$ cat src/rtl/uart_irq_pkg.sv
package uart_irq_pkg;
    localparam int NSRC  = 6;
    localparam int ISR_W = 8;

    // source index, lower index wins
    localparam int S_LINE  = 0;
    localparam int S_RX    = 1;
    localparam int S_TX    = 2;
    localparam int S_MODEM = 3;
    localparam int S_XSPC  = 4;
    localparam int S_FLOW  = 5;

    localparam logic [ISR_W-1:0] CODE_IDLE  = 8'h01;
    localparam logic [ISR_W-1:0] CODE_LINE  = 8'h06;
    localparam logic [ISR_W-1:0] CODE_RXD   = 8'h04;
    localparam logic [ISR_W-1:0] CODE_RXTO  = 8'h0C;
    localparam logic [ISR_W-1:0] CODE_TX    = 8'h02;
    localparam logic [ISR_W-1:0] CODE_MODEM = 8'h00;
    localparam logic [ISR_W-1:0] CODE_XSPC  = 8'h10;
    localparam logic [ISR_W-1:0] CODE_FLOW  = 8'h20;

    function automatic logic [ISR_W-1:0] src_code(input int idx, input logic rx_to);
        case (idx)
            S_LINE:  src_code = CODE_LINE;
            S_RX:    src_code = rx_to ? CODE_RXTO : CODE_RXD;
            S_TX:    src_code = CODE_TX;
            S_MODEM: src_code = CODE_MODEM;
            S_XSPC:  src_code = CODE_XSPC;
            default: src_code = CODE_FLOW;
        endcase
    endfunction
endpackage

$ cat src/rtl/uart_irq_capture.sv
module uart_irq_capture (
    input  logic clk,
    input  logic rst_n,
    input  logic tx_below,
    input  logic tx_empty,
    input  logic msr_delta,
    input  logic xoff_rx,
    input  logic special_rx,
    input  logic rx_char,
    input  logic flow_chg,
    input  logic rd_isr,
    input  logic rd_msr,
    input  logic tx_shown,
    output logic tx_n,
    output logic modem_n,
    output logic xspc_n,
    output logic flow_n
);
    typedef struct packed {
        logic tx;
        logic modem;
        logic xoff;
        logic spc;
        logic flow;
        logic txb_prev;
        logic txe_prev;
    } cap_t;

    cap_t cap_d, cap_q;

    always_comb begin
        cap_d = cap_q;
        cap_d.txb_prev = tx_below;
        cap_d.txe_prev = tx_empty;

        // clears first, so that a set in the same cycle wins
        if (rd_isr && tx_shown) cap_d.tx = 1'b0;
        if ((tx_below && !cap_q.txb_prev) || (tx_empty && !cap_q.txe_prev))
            cap_d.tx = 1'b1;

        if (rd_msr) begin
            cap_d.modem = 1'b0;
            cap_d.flow  = 1'b0;
        end
        if (msr_delta) cap_d.modem = 1'b1;
        if (flow_chg)  cap_d.flow  = 1'b1;

        if (rd_isr)  cap_d.xoff = 1'b0;
        if (xoff_rx) cap_d.xoff = 1'b1;

        if (rd_isr || rx_char) cap_d.spc = 1'b0;
        if (special_rx)        cap_d.spc = 1'b1;
    end

    always_ff @(posedge clk or negedge rst_n) begin
        if (!rst_n) cap_q <= '0;
        else        cap_q <= cap_d;
    end

    assign tx_n    = cap_d.tx;
    assign modem_n = cap_d.modem;
    assign xspc_n  = cap_d.xoff | cap_d.spc;
    assign flow_n  = cap_d.flow;
endmodule

$ cat src/rtl/uart_irq_prio.sv
module uart_irq_prio
    import uart_irq_pkg::*;
(
    input  logic [NSRC-1:0]  pend,
    input  logic             rx_to,
    output logic [ISR_W-1:0] code
);
    always_comb begin
        code = CODE_IDLE;
        for (int i = NSRC - 1; i >= 0; i--) begin
            if (pend[i]) code = src_code(i, rx_to);
        end
    end
endmodule

$ cat src/rtl/uart_irq_arbiter.sv
module uart_irq_arbiter
    import uart_irq_pkg::*;
(
    input  logic             clk,
    input  logic             rst_n,
    input  logic [NSRC-1:0]  ier,
    input  logic             lsr_err,
    input  logic             rx_ready,
    input  logic             rx_timeout,
    input  logic             tx_below,
    input  logic             tx_empty,
    input  logic             msr_delta,
    input  logic             xoff_rx,
    input  logic             special_rx,
    input  logic             rx_char,
    input  logic             flow_chg,
    input  logic             rd_isr,
    input  logic             rd_msr,
    input  logic             oe_en,
    input  logic             force_cont,
    output logic [ISR_W-1:0] isr,
    output logic             irq,
    output logic             irq_oe
);
    typedef struct packed {
        logic [ISR_W-1:0] isr;
        logic             irq;
    } out_t;

    out_t out_d, out_q;

    logic             tx_n, modem_n, xspc_n, flow_n;
    logic [NSRC-1:0]  raw, en, armed, shown;
    logic [ISR_W-1:0] code;

    uart_irq_capture u_cap (
        .clk        (clk),
        .rst_n      (rst_n),
        .tx_below   (tx_below),
        .tx_empty   (tx_empty),
        .msr_delta  (msr_delta),
        .xoff_rx    (xoff_rx),
        .special_rx (special_rx),
        .rx_char    (rx_char),
        .flow_chg   (flow_chg),
        .rd_isr     (rd_isr),
        .rd_msr     (rd_msr),
        .tx_shown   (out_q.isr == CODE_TX),
        .tx_n       (tx_n),
        .modem_n    (modem_n),
        .xspc_n     (xspc_n),
        .flow_n     (flow_n)
    );

    always_comb begin
        raw          = '0;
        raw[S_LINE]  = lsr_err;
        raw[S_RX]    = rx_ready | rx_timeout;
        raw[S_TX]    = tx_n;
        raw[S_MODEM] = modem_n;
        raw[S_XSPC]  = xspc_n;
        raw[S_FLOW]  = flow_n;

        en          = '0;
        en[S_RX]    = ier[0];
        en[S_TX]    = ier[1];
        en[S_LINE]  = ier[2];
        en[S_MODEM] = ier[3];
        en[S_XSPC]  = ier[4];
        en[S_FLOW]  = ier[5];

        armed = raw & en;
        shown = (|en) ? armed : raw;
    end

    uart_irq_prio u_prio (
        .pend  (shown),
        .rx_to (rx_timeout),
        .code  (code)
    );

    always_comb begin
        out_d     = out_q;
        out_d.isr = code;
        out_d.irq = |armed;
    end

    always_ff @(posedge clk or negedge rst_n) begin
        if (!rst_n) begin
            out_q.isr <= CODE_IDLE;
            out_q.irq <= 1'b0;
        end else begin
            out_q <= out_d;
        end
    end

    assign isr    = out_q.isr;
    assign irq    = out_q.irq;
    assign irq_oe = oe_en | force_cont;
endmodule

$ cat config.mk
export PLATFORM = sky130hd
export DESIGN_NAME = uart_irq_arbiter
export DESIGN_NICKNAME = d
export VERILOG_FILES = /design/src/rtl/uart_irq_pkg.sv /design/src/rtl/uart_irq_capture.sv /design/src/rtl/uart_irq_prio.sv /design/src/rtl/uart_irq_arbiter.sv
export SDC_FILE = /design/constraint.sdc
export NUM_CORES = 1
export LEC_CHECK = 0
export BUFFER_PORTS_ARGS = -buffer_cell sky130_fd_sc_hd__buf_2
export CAP_MARGIN = 20
export CORE_MARGIN = 4
export CORE_UTILIZATION = 45
export CTS_BUF_LIST = sky130_fd_sc_hd__clkbuf_4 sky130_fd_sc_hd__clkbuf_8 sky130_fd_sc_hd__clkbuf_16
export CTS_CLUSTER_DIAMETER = 50
export DETAILED_ROUTE_END_ITERATION = 12
export PLACE_DENSITY = 0.77
export SYNTH_ARGS = -nofsm -noshare
export SYNTH_HDL_FRONTEND = slang
export SYNTH_SLANG_ARGS = --single-unit
$ cat constraint.sdc
create_clock -name clk -period 2.05 [get_ports clk]
set_input_delay 0.1025 -clock clk [delete_from_list [all_inputs] [get_ports clk]]
set_output_delay 0.1025 -clock clk [all_outputs]
set_load 0.02 [all_outputs]
==> results.txt, run 1 <==
----------------------------------------------------
[Run status]
  Run status ... finished, final reports clean

[Placement]
  I/O Buffers ... 29
  Cell count after placement ... about 110
  Hpwl dp ... around 1200 um
  Final GP Congestion ... between 0.7 and 0.8
  Pre-CTS WS ... 0.296 ns

[Clock tree]
  Maximum clock path buffer count ... 2
  Clock transition at the register clock pins on the worst setup and hold paths after CTS ... ~0.080 ns
  H-tree depth ... 1
  TritonCTS clock tree ... built
  Clock network latency to the later pin of the worst-skew pair ... between 0.2 and 0.3 ns
  Clock root cell ... clkbuf_4
  Number of instances resized during post-cts repair ... 0
  Num Clock Sinks ... 14
  Total CTS buffers ... 3

[Worst setup path]
  Crit path kind ... reg -> reg
  Cells traversed along the worst timing path ... or4b_4, o41ai_4, a2bb2oi_2, nor4_1
  Family with the most delay on the worst path ... simple AND/OR/NAND/NOR gates
  Required time of the critical path ... 2.23 ns
  Worst Path Buf+Inv ... 0
  Critical path data arrival time ... about 2 ns
  Crit end category ... register
  Setup crit start kind ... register
  Critical path's slowest cell ... or4b_4
  Critical Path Max Stage Delay ... between 0.5 and 0.6 ns
  Worst-path fanout max ... 3

[Power]
  Share of power burned in combinational logic ... 0.208
  Sequential share of power ... 0.501
  Internal Dissipation ... between 0.4 and 0.5 mW
  NetSw ... approximately 0.16 mW
  Fraction of power spent switching nets ... 0.273
  Share of power burned in the clock network ... 0.291
  Areal power density over the cells ... 646 mW/mm2
  Static leakage ... between 0.4 and 0.5 nW
  Worst supply voltage drop on vdd ... 0.000357 V

[Timing]
  Post-route minimum period ... ~1.8 ns
  RSZ-0062 raised after global routing ... false
  Highest achievable clock rate ... between 500 and 600 MHz
  Setup total negative slack ... 0 ns
  Share of the clock period used by the worst path after layout ... 0.879
  Final number of hold-violating endpoints ... 0
  Post-route clock skew ... approximately 0.0073 ns
  Final Hold Slack ... about 0.03 ns
  Setup slack of the critical path after layout ... 0.247 ns
  Number of pins exceeding their max-slew limit in the final report ... 0
  Setup-failing EPs final ... 0

[Synthesis]
  Number of warnings reported in the yosys synthesis log ... 0
  Number of enable flip-flop cells after synthesis ... 0
  Count of distinct cell types in the synthesized netlist ... 35
  Netlist area before placement ... around 720 um2
  Synth async-reset ratio ... 1.00
  #FFs+latches synth ... 14
  Average cell area after synthesis ... between 10 and 15 um2
  Ys flop type ... dfrtp_1
  Sequential fraction of the synthesis area ... 0.486
  Gate count of the mapped netlist ... 63

[Detailed routing]
  Vias after detailed routing ... between 600 and 700
  First-pass DRT Iterations ... 4
  Average detailed-routed wire length per instance ... 13.8 um
  Count of nets left with antenna violations after detail routing ... 0
  Initial DRC count ... 5
  Routed wire length ... between 1500 and 2000 um
  Drt via density ... approximately 5.4
  # DRC ... 0

[Finish]
  Final Instance Count excl. Fillers ... between 100 and 150
  Top library cells by usage in the layout, fill and taps aside ... buf_2 (29), dfrtp_1 (13), inv_1 (8)
  Most common library cell in the layout ignoring fill and taps ... buf_2
  Number of nets at the end of the flow ... 120
  Synth-to-Final Area Change ... 28.9%
  Share of layout cells above drive strength 1 ... 0.443
  Count of inserted antenna diode cells ... 0
  Utilization after layout ... 0.619

[Hold path]
  Class of the tightest hold or removal check ... in -> reg

[Floorplan]
  Core region area ... between 0.0015 and 0.002 mm2
  Number of ports placed on the die boundary ... 32
  Die X ... 48.1 um
  FP Rows ... 14
  Initial Util ... 0.480
  DIE AREA ... about 0.0023 mm2
  DIE HEIGHT ... approximately 48 um

[Global routing]
  Total gr overflow ... 0
  Initial antenna violation count ... 0
  Met3 Track Usage GR ... 0.0148
  Met1 demand-to-capacity share in global routing ... 0.166
  Overall track demand over capacity in global routing ... 0.150
  Met2 demand-to-capacity share in global routing ... 0.280
  Via count of the first global-routing pass ... ~560
  Maximum number of pins on one net before global-route repair ... 15
  Global route hottest layer ... met2
  Wire length of the first global-routing pass ... around 2300 um

[Job]
  Max Cap Violations ... 0

----------------------------------------------------
-- logic make-up after synthesis --
logic type | count (synthesis) | synth area share
AOI/OAI and AO/OA | 22 | 0.272
and+or+nand+nor | 15 | 0.168
buffers and inverters | 11 | 0.0692
other | 1 | 0.00519
DFF | 14 | 0.486
-- final cells by class --
type                       count  area, um2
multi-input combinational     39        325
timing repair buffer          32        175
inverter                       8       30.0
fill                         132        574
tap                           16       20.0
sequential                    14        352
clock buffer                   4       30.0
-- registers in the layout, indices dropped and copies added, names as in the netlist --
| name | count |
|---|---|
| u_cap.cap_q | 7 |
| isr | 6 |
| irq | 1 |
-- layer usage --
| layer | vias up | wire (um) | part of all wire |
|---|---|---|---|
| met2 | 26 | 787 | 0.51 |
| met4 | 0 | 32 | 0.021 |
| met5 | - | 0 | 0 |
| li1 | 299 | - | - |
| met3 | 4 | 118 | 0.076 |
| met1 | 284 | 619 | 0.40 |
-- what timing repair did --
action / in CTS / in global routing
hold buffers: 3 / 0
setup buffers: 0 / 0
hold endpoints to repair: 16 / 0
-- power groups by stage --
| stage | registers [mW] | clock network (mW) | logic (mW) |
|---|---|---|---|
| finish | 0.302 | 0.175 | 0.126 |
| global route | 0.303 | 0.187 | 0.136 |
| CTS | 0.301 | 0.179 | 0.126 |
| detailed placement | 0.307 | 0 | 0.121 |
| global placement | 0.306 | 0 | 0.118 |
| floorplan | 0.316 | 0 | 0.0630 |
-- cells in the mapped netlist, drive strengths merged (2+ instances only) --
cell type | number | area [um2]
nor3 | 2 | 21.3
nand2 | 2 | 7.51
o21bai | 2 | 15.0
o21ai | 2 | 10.0
a22o | 2 | 17.5
a2bb2oi | 2 | 23.8
a21o | 2 | 15.0
a21oi | 3 | 15.0
dfrtp | 13 | 325
buf | 3 | 20.0
inv | 8 | 30.0
a22oi | 2 | 15.0
-- metrics by stage --
stage | cell area (um2) | total power [mW]
floorplan | 727 | 0.379
global placement | 872 | 0.424
detailed placement | 872 | 0.428
CTS | 932 | 0.606
global route | 932 | 0.626
finish | 932 | 0.603
-- worst register-to-register path: stages, from the launching register on --
cell and delay (ns):
dfrtp_1 0.39, or4b_4 0.56, o41ai_4 0.31, a2bb2oi_2 0.14
nor4_1 0.31
-- path summary, 6_finish.rpt --
| path | startpoint | end | slack (ns) | depth (start not counted) |
|---|---|---|---|---|
| max in group asynchronous | rst_n | isr[0] | 1.52 | 2 |
| max | isr[3] | isr[0] | 0.25 | 4 |
| min | rd_isr | u_cap.cap_q[3] | 0.03 | 2 |
| max reg2reg | isr[3] | isr[0] | 0.25 | 4 |
| min in group asynchronous | rst_n | u_cap.cap_q[1] | 0.24 | 2 |
| min reg2reg | u_cap.cap_q[4] | u_cap.cap_q[4] | 0.48 | 1 |
Note: power is estimated with default switching activity, not from simulation.
==> run 2: changes to the inputs <==
--- a/config.mk
+++ b/config.mk
@@ -5,6 +5,7 @@
 export SDC_FILE = /design/constraint.sdc
 export NUM_CORES = 1
 export LEC_CHECK = 0
+export ABC_AREA = 1
 export BUFFER_PORTS_ARGS = -buffer_cell sky130_fd_sc_hd__buf_2
 export CAP_MARGIN = 20
 export CORE_MARGIN = 4
==> run 2 against run 1 <==
  * Clock power is 2% lower
  * Design area is 0.94% higher
  * Synthesized area grew 0.52%
  * Sequential power hardly changed
  * Register-to-register slack better by 0.64 ns
  * Via count increased by 9.0%
  * Critical path type unchanged
  * Largest cell class unchanged
  * Largest power group unchanged
==> results.txt, run 2 <==
----------------------------------------------------
[Clock tree]
  TritonCTS clock tree ... built
  Clock root cell ... clkbuf_4
  Number of instances resized during post-cts repair ... 0
  Clock transition at the register clock pins on the worst setup and hold paths after CTS ... 0.08 ns
  Clock network latency to the later pin of the worst-skew pair ... 0.27 ns
  H-tree depth ... 1
  Num Clock Sinks ... 14
  Maximum clock path buffer count ... 2
  Total CTS buffers ... 3

[Finish]
  FILL cells ... about 150
  Synth-to-Final Area Change ... 29.4%
  Sequential cell area ... 352 um2
  Multi-input gate area in the final layout ... 274 um2
  Share of layout cells above drive strength 1 ... 0.336
  Register containing the most flip-flops in the final layout ... u_cap.cap_q
  Most common library cell in the layout ignoring fill and taps ... buf_2
  Top library cells by usage in the layout, fill and taps aside ... buf_2 (29), inv_1 (23), nand2_1 (21)
  Flip-flop count of the largest register, all copies and words added ... 7
  Largest registers in the final layout ... u_cap.cap_q (7), isr (6), irq (1)
  Number of nets at the end of the flow ... 154
  Count of inserted antenna diode cells ... 0

[Worst setup path]
  Crit path kind ... reg -> reg
  Crit end category ... register
  R2R depth ... 9
  Critical path data arrival time ... 1.33 ns
  Cells traversed along the worst timing path ... inv_1, nand2_1, nor2_1, nand2_1, nand2_1, nand2_2, nand2_1, nand2_1, nor2_1
  Most Frequent Cell on Critical Path ... nand2_1
  Required time of the critical path ... 2.22 ns
  Origin of the critical flop-to-flop path ... isr[0]
  Worst-path fanout max ... 4
  Setup slack of the most critical reg-to-reg path ... 0.89 ns
  Family with the most delay on the worst path ... flip-flops
  R2R Path End ... isr[4]
  Setup crit start kind ... register
  Critical path's slowest cell ... dfstp_2
  Critical Path Max Stage Delay ... 0.53 ns
  Worst Path Buf+Inv ... 1

[Floorplan]
  DIE AREA ... between 0.002 and 0.0025 mm2
  Die X ... roughly 48 um
  Core region area ... 0.00152 mm2
  FP Rows ... 14
  Number of ports placed on the die boundary ... 32
  Initial Util ... 0.477
  DIE HEIGHT ... just under 50 um

[Synthesis]
  Synth top area cells ... dfrtp_1 (45%), inv_1 (12%), nand2_1 (11%)
  Number of enable flip-flop cells after synthesis ... 0
  Average cell area after synthesis ... between 7 and 8 um2
  Gate count of the mapped netlist ... 96
  Sequential fraction of the synthesis area ... 0.484
  Ys flop type ... dfrtp_1
  Number of warnings reported in the yosys synthesis log ... 0
  Synth area leader ... dfrtp_1
  Count of distinct cell types in the synthesized netlist ... 19
  #FFs+latches synth ... 14
  Top cell types by occurrence after synthesis ... inv_1 (23), nand2_1 (21), dfrtp_1 (13), nor2_1 (13), nand3_1 (6)
  Synth async-reset ratio ... 1.00
  Netlist area before placement ... between 700 and 800 um2
  Cell with the most instances after synthesis ... inv_1
  Share of Yosys cell area claimed by the top area cell type ... 0.448

[Power]
  Static leakage ... 0.548 nW
  NetSw ... roughly 0.16 mW
  Share of power burned in combinational logic ... 0.204
  Sequential share of power ... 0.507
  Worst supply voltage drop on vdd ... 0.000326 V
  Fraction of power spent switching nets ... 0.275
  Share of power burned in the clock network ... 0.289
  Areal power density over the cells ... 629 mW/mm2
  Internal Dissipation ... between 0.4 and 0.5 mW

[Detailed routing]
  Count of nets left with antenna violations after detail routing ... 0
  Initial DRC count ... 7
  # DRC ... 0
  Average detailed-routed wire length per instance ... roughly 10 um
  Routed wire length ... about 1500 um
  Vias after detailed routing ... about 670
  Drt via density ... 4.54
  First-pass DRT Iterations ... 4

[Hold path]
  Class of the tightest hold or removal check ... in -> reg
  End point of the most critical hold path ... u_cap.cap_q[4]
  Hold Path Depth ... 3
  Hold Crit Start ... xoff_rx

[Global routing]
  Wire length of the first global-routing pass ... 2220 um
  Maximum number of pins on one net before global-route repair ... 15
  Via count of the first global-routing pass ... 600
  Total gr overflow ... 0
  Overall track demand over capacity in global routing ... 0.143
  Initial antenna violation count ... 0

[Timing]
  RSZ-0062 raised after global routing ... false
  Setup-failing EPs final ... 0
  Setup total negative slack ... 0 ns
  Final Hold Slack ... about 0.014 ns
  Post-route clock skew ... 0.00227 ns
  Number of pins exceeding their max-slew limit in the final report ... 0
  Final number of hold-violating endpoints ... 0
  Highest achievable clock rate ... around 860 MHz
  Post-route minimum period ... between 1 and 1.5 ns
  Share of the clock period used by the worst path after layout ... 0.566

[Job]
  Max Cap Violations ... 0

[Placement]
  I/O Buffers ... 29
  Hpwl dp ... ~1200 um
  Final GP Congestion ... about 0.82

[Run status]
  Run status ... finished, final reports clean

----------------------------------------------------
==> run 2: changes by cell type after synthesis, moves of 3 or more <==
| cell | change |
|---|---|
| nand2_1 | +19 |
| inv_1 | +15 |
| nor2_1 | +12 |
| nor2_2 | +3 |
| nand3_1 | +6 |
==> run 2: power by group through the flow <==
stage | Sequential (mW) | Clock, mW | Combinational (mW)
2_1_floorplan | 0.316 | 0 | 0.0606
3_3_place_gp | 0.305 | 0 | 0.113
3_5_place_dp | 0.306 | 0 | 0.117
4_1_cts | 0.300 | 0.175 | 0.122
5_1_grt | 0.302 | 0.187 | 0.135
6_report | 0.300 | 0.171 | 0.120
==> run 2: repair_timing <==
| item | in CTS | in global routing |
|---|---|---|
| buffers inserted | 0 | 0 |
| hold buffers | 3 | 0 |
| endpoints found under the hold margin | 16 | 0 |
==> run 2: per-stage QoR <==
stage / utilization / power [mW] / setup WS, ns / instance area (um2) / cells
global placement: 0.578 / 0.418 / 0.954 / 881 / 140
detailed placement: 0.578 / 0.423 / 0.885 / 881 / 140
floorplan: - / 0.376 / 0.902 / 731 / 97
finish: 0.617 / 0.592 / 0.890 / 941 / 147
CTS: 0.617 / 0.597 / 0.879 / 941 / 147
global route: 0.617 / 0.624 / 0.797 / 941 / 147
==> run 2: layout make-up <==
| type | instances | share of cell area |
|---|---|---|
| inverter | 24 | 0.0957 |
| multi-input combinational | 57 | 0.291 |
| sequential | 14 | 0.374 |
| tap | 16 | 0.0213 |
| timing repair buffer | 32 | 0.186 |
| clock buffer | 4 | 0.0319 |
==> run 2: cells by family after synthesis <==
group | count (synthesis) | share of synthesized area
and+or+nand+nor | 50 | 0.305
buffers and inverters | 26 | 0.145
DFF | 14 | 0.484
AOI/OAI and AO/OA | 5 | 0.0620
other | 1 | 0.00516
==> run 2: per-layer routing <==
| layer | track usage | share of wire | routed length, um |
|---|---|---|---|
| met4 | 0.140 | 0.036 | 54 |
| met2 | 0.242 | 0.48 | 703 |
| met3 | 0.0148 | 0.084 | 124 |
| met5 | 0 | 0 | 0 |
| met1 | 0.151 | 0.40 | 598 |
==> run 2: how the worst max path moves through the flow <==
stage	startpoint	end	slack [ns]	cells after the start
after floorplan	isr[0]	isr[4]	0.90	9
after global placement	u_cap.cap_q[5]	isr[0]	0.95	5
after detailed placement	isr[0]	isr[4]	0.89	9
after CTS	isr[0]	isr[4]	0.88	9
after global routing	isr[0]	isr[5]	0.80	9
final	isr[0]	isr[4]	0.89	9
==> run 2: tightest hold or removal path: stages <==
cell	delay (ns)
buf_2	0.08
a21oi_2	0.03
inv_1	0.04
==> run 3: changes to the inputs <==
==> constraint.sdc (replaced) <==
create_clock -name clk -period 1.15 [get_ports clk]
set_input_delay 0.0575 -clock clk [delete_from_list [all_inputs] [get_ports clk]]
set_output_delay 0.0575 -clock clk [all_outputs]
set_load 0.02 [all_outputs]
==> run 3 against run 2 <==
  * The flow now finishes with violations (setup timing)
  * Wire length rose by 10%
  * Register-to-register slack worse by 0.89 ns
  * Cell count grew 2.7%
  * Sequential share of layout area down 2.2 points
  * Critical path depth down 3
  * Worst setup slack worse by 0.90 ns
  * Largest power group unchanged
==> results.txt, run 3 (synthesized netlist as in run 2, its figures left out) <==
----------------------------------------------------
[Worst setup path]
  R2R depth ... 4
  Crit path kind ... in -> reg
  Worst-path fanout max ... 4
  Critical Path Start ... flow_chg
  Origin of the critical flop-to-flop path ... u_cap.cap_q[2]
  Critical Path Max Stage Delay ... about 0.53 ns
  Cells traversed along the worst timing path ... dlygate4sd3_1, buf_2, a21oi_2, nor2_1, nor3_1, nand3_2
  Crit end category ... register
  Critical path data arrival time ... between 1 and 1.5 ns
  Setup crit start kind ... input pin
  Required time of the critical path ... roughly 1.3 ns
  R2R Path End ... irq
  Critical path's slowest cell ... dlygate4sd3_1
  Setup slack of the most critical reg-to-reg path ... 0 ns

[Detailed routing]
  Vias after detailed routing ... 684
  First-pass DRT Iterations ... 2
  Drt via density ... ~4.5
  Count of nets left with antenna violations after detail routing ... 0
  # DRC ... 0
  Average detailed-routed wire length per instance ... roughly 11 um
  Initial DRC count ... 5
  Routed wire length ... ~1600 um

[Global routing]
  Maximum number of pins on one net before global-route repair ... 15
  Wire length of the first global-routing pass ... approximately 2300 um
  Overall track demand over capacity in global routing ... 0.149
  Total gr overflow ... 0
  Via count of the first global-routing pass ... between 600 and 700
  Initial antenna violation count ... 0

[Placement]
  Final GP Congestion ... between 0.8 and 0.9
  Cell count after placement ... 140
  I/O Buffers ... 29
  Hpwl dp ... ~1200 um
  Standard cell area after detailed placement ... 881 um2
  Pre-CTS WS ... -0.0150 ns

[Power]
  Static leakage ... 0.566 nW
  Areal power density over the cells ... between 1000 and 1500 mW/mm2
  Design Power ... ~1.1 mW
  Worst supply voltage drop on vdd ... between 0.0006 and 0.0007 V

[Run status]
  Violations in the final reports ... setup timing
  Run status ... finished with violations

[Finish]
  Count of inserted antenna diode cells ... 0
  Most common library cell in the layout ignoring fill and taps ... buf_2
  Largest registers in the final layout ... u_cap.cap_q (7), isr (6), irq (1)
  Sequential cell area ... 352 um2
  Top library cells by usage in the layout, fill and taps aside ... buf_2 (29), inv_1 (22), nand2_1 (18)
  Final design instance area without fill ... 998 um2
  Register containing the most flip-flops in the final layout ... u_cap.cap_q
  Share of layout cells above drive strength 1 ... 0.378
  Utilization after layout ... 0.655
  Flip-flop count of the largest register, all copies and words added ... 7
  Number of nets at the end of the flow ... about 160
  Final Instance Count excl. Fillers ... between 150 and 200
  FILL cells ... 144
  Multi-input gate area in the final layout ... ~300 um2
  Synth-to-Final Area Change ... 37.3%

[Timing]
  Setup-failing EPs final ... 1
  Final Hold Slack ... roughly 0.032 ns
  Setup slack of the critical path after layout ... -0.0133 ns
  Highest achievable clock rate ... 860 MHz
  Setup total negative slack ... -0.0133 ns
  Post-route clock skew ... between 0.006 and 0.007 ns
  RSZ-0062 raised after global routing ... true
  Number of pins exceeding their max-slew limit in the final report ... 0
  Post-route minimum period ... approximately 1.2 ns
  Share of the clock period used by the worst path after layout ... 1.01
  Final number of hold-violating endpoints ... 0

[Hold path]
  Hold Path Depth ... 4
  End point of the most critical hold path ... u_cap.cap_q[3]
  Class of the tightest hold or removal check ... in -> reg
  Hold Crit Start ... rx_char

[Clock tree]
  Clock transition at the register clock pins on the worst setup and hold paths after CTS ... 0.08 ns
  TritonCTS clock tree ... built
  Clock root cell ... clkbuf_4
  Clock network latency to the later pin of the worst-skew pair ... 0.28 ns
  Num Clock Sinks ... 14
  H-tree depth ... 1
  Maximum clock path buffer count ... 2
  Total setup buffers inserted after CTS ... 0
  Total CTS buffers ... 3

[Floorplan]
  Core region area ... ~0.0015 mm2
  FP Rows ... 14
  Die X ... 48.2 um
  Initial Util ... 0.477
  DIE HEIGHT ... just under 50 um
  DIE AREA ... 0.00232 mm2
  Number of ports placed on the die boundary ... 32

[Job]
  Max Cap Violations ... 0

----------------------------------------------------
[run 3: changes by cell type in the layout (fill, tap and decap cells not counted), sizes merged]
cell	delta
dlygate4sd3	+4
[run 3: final cells by class]
type,instances,share of cell area
clock buffers,4,0.0301
repair buffers,36,0.216
inverters,24,0.0902
multi-input cells,57,0.292
flip-flops and latches,14,0.352
well taps,16,0.0201
[run 3: worst max-delay path by stage]
stage / end / slack, ns / cells past startpoint
after global routing: isr[0] / -0.06 / 9
after detailed placement: isr[4] / -0.01 / 9
final: irq / -0.01 / 6
after CTS: isr[4] / -0.005 / 9
after floorplan: isr[4] / 0.002 / 9
after global placement: isr[0] / 0.05 / 5
[run 3: what timing repair did]
item,4_1_cts,5_1_grt
hold endpoints to repair,20,0
setup endpoints to repair,3,5
hold buffers,7,0
pin swaps,4,5
gates resized for setup,4,3
[run 3: critical path: cells and delay by family]
family | cells | cell delay (ns)
buf+inv | 2 | 0.66
compound gates | 1 | 0.18
simple gates | 3 | 0.42
[run 3: layer usage]
metal | up-vias | GRT usage | wire [um]
met5 | - | 0 | 0
met4 | 0 | 0.140 | 55
met3 | 6 | 0.0148 | 124
met2 | 31 | 0.258 | 824
met1 | 290 | 0.155 | 627
li1 | 357 | - | -
[run 3: power by group]
part	leakage, nW	total, mW	switching (mW)	internal (mW)
combinational	0.388	0.237	0.141	0.0963
sequential	0.160	0.536	0.0130	0.523
clock	0.0184	0.308	0.150	0.158
total	0.566	1.08	0.304	0.777
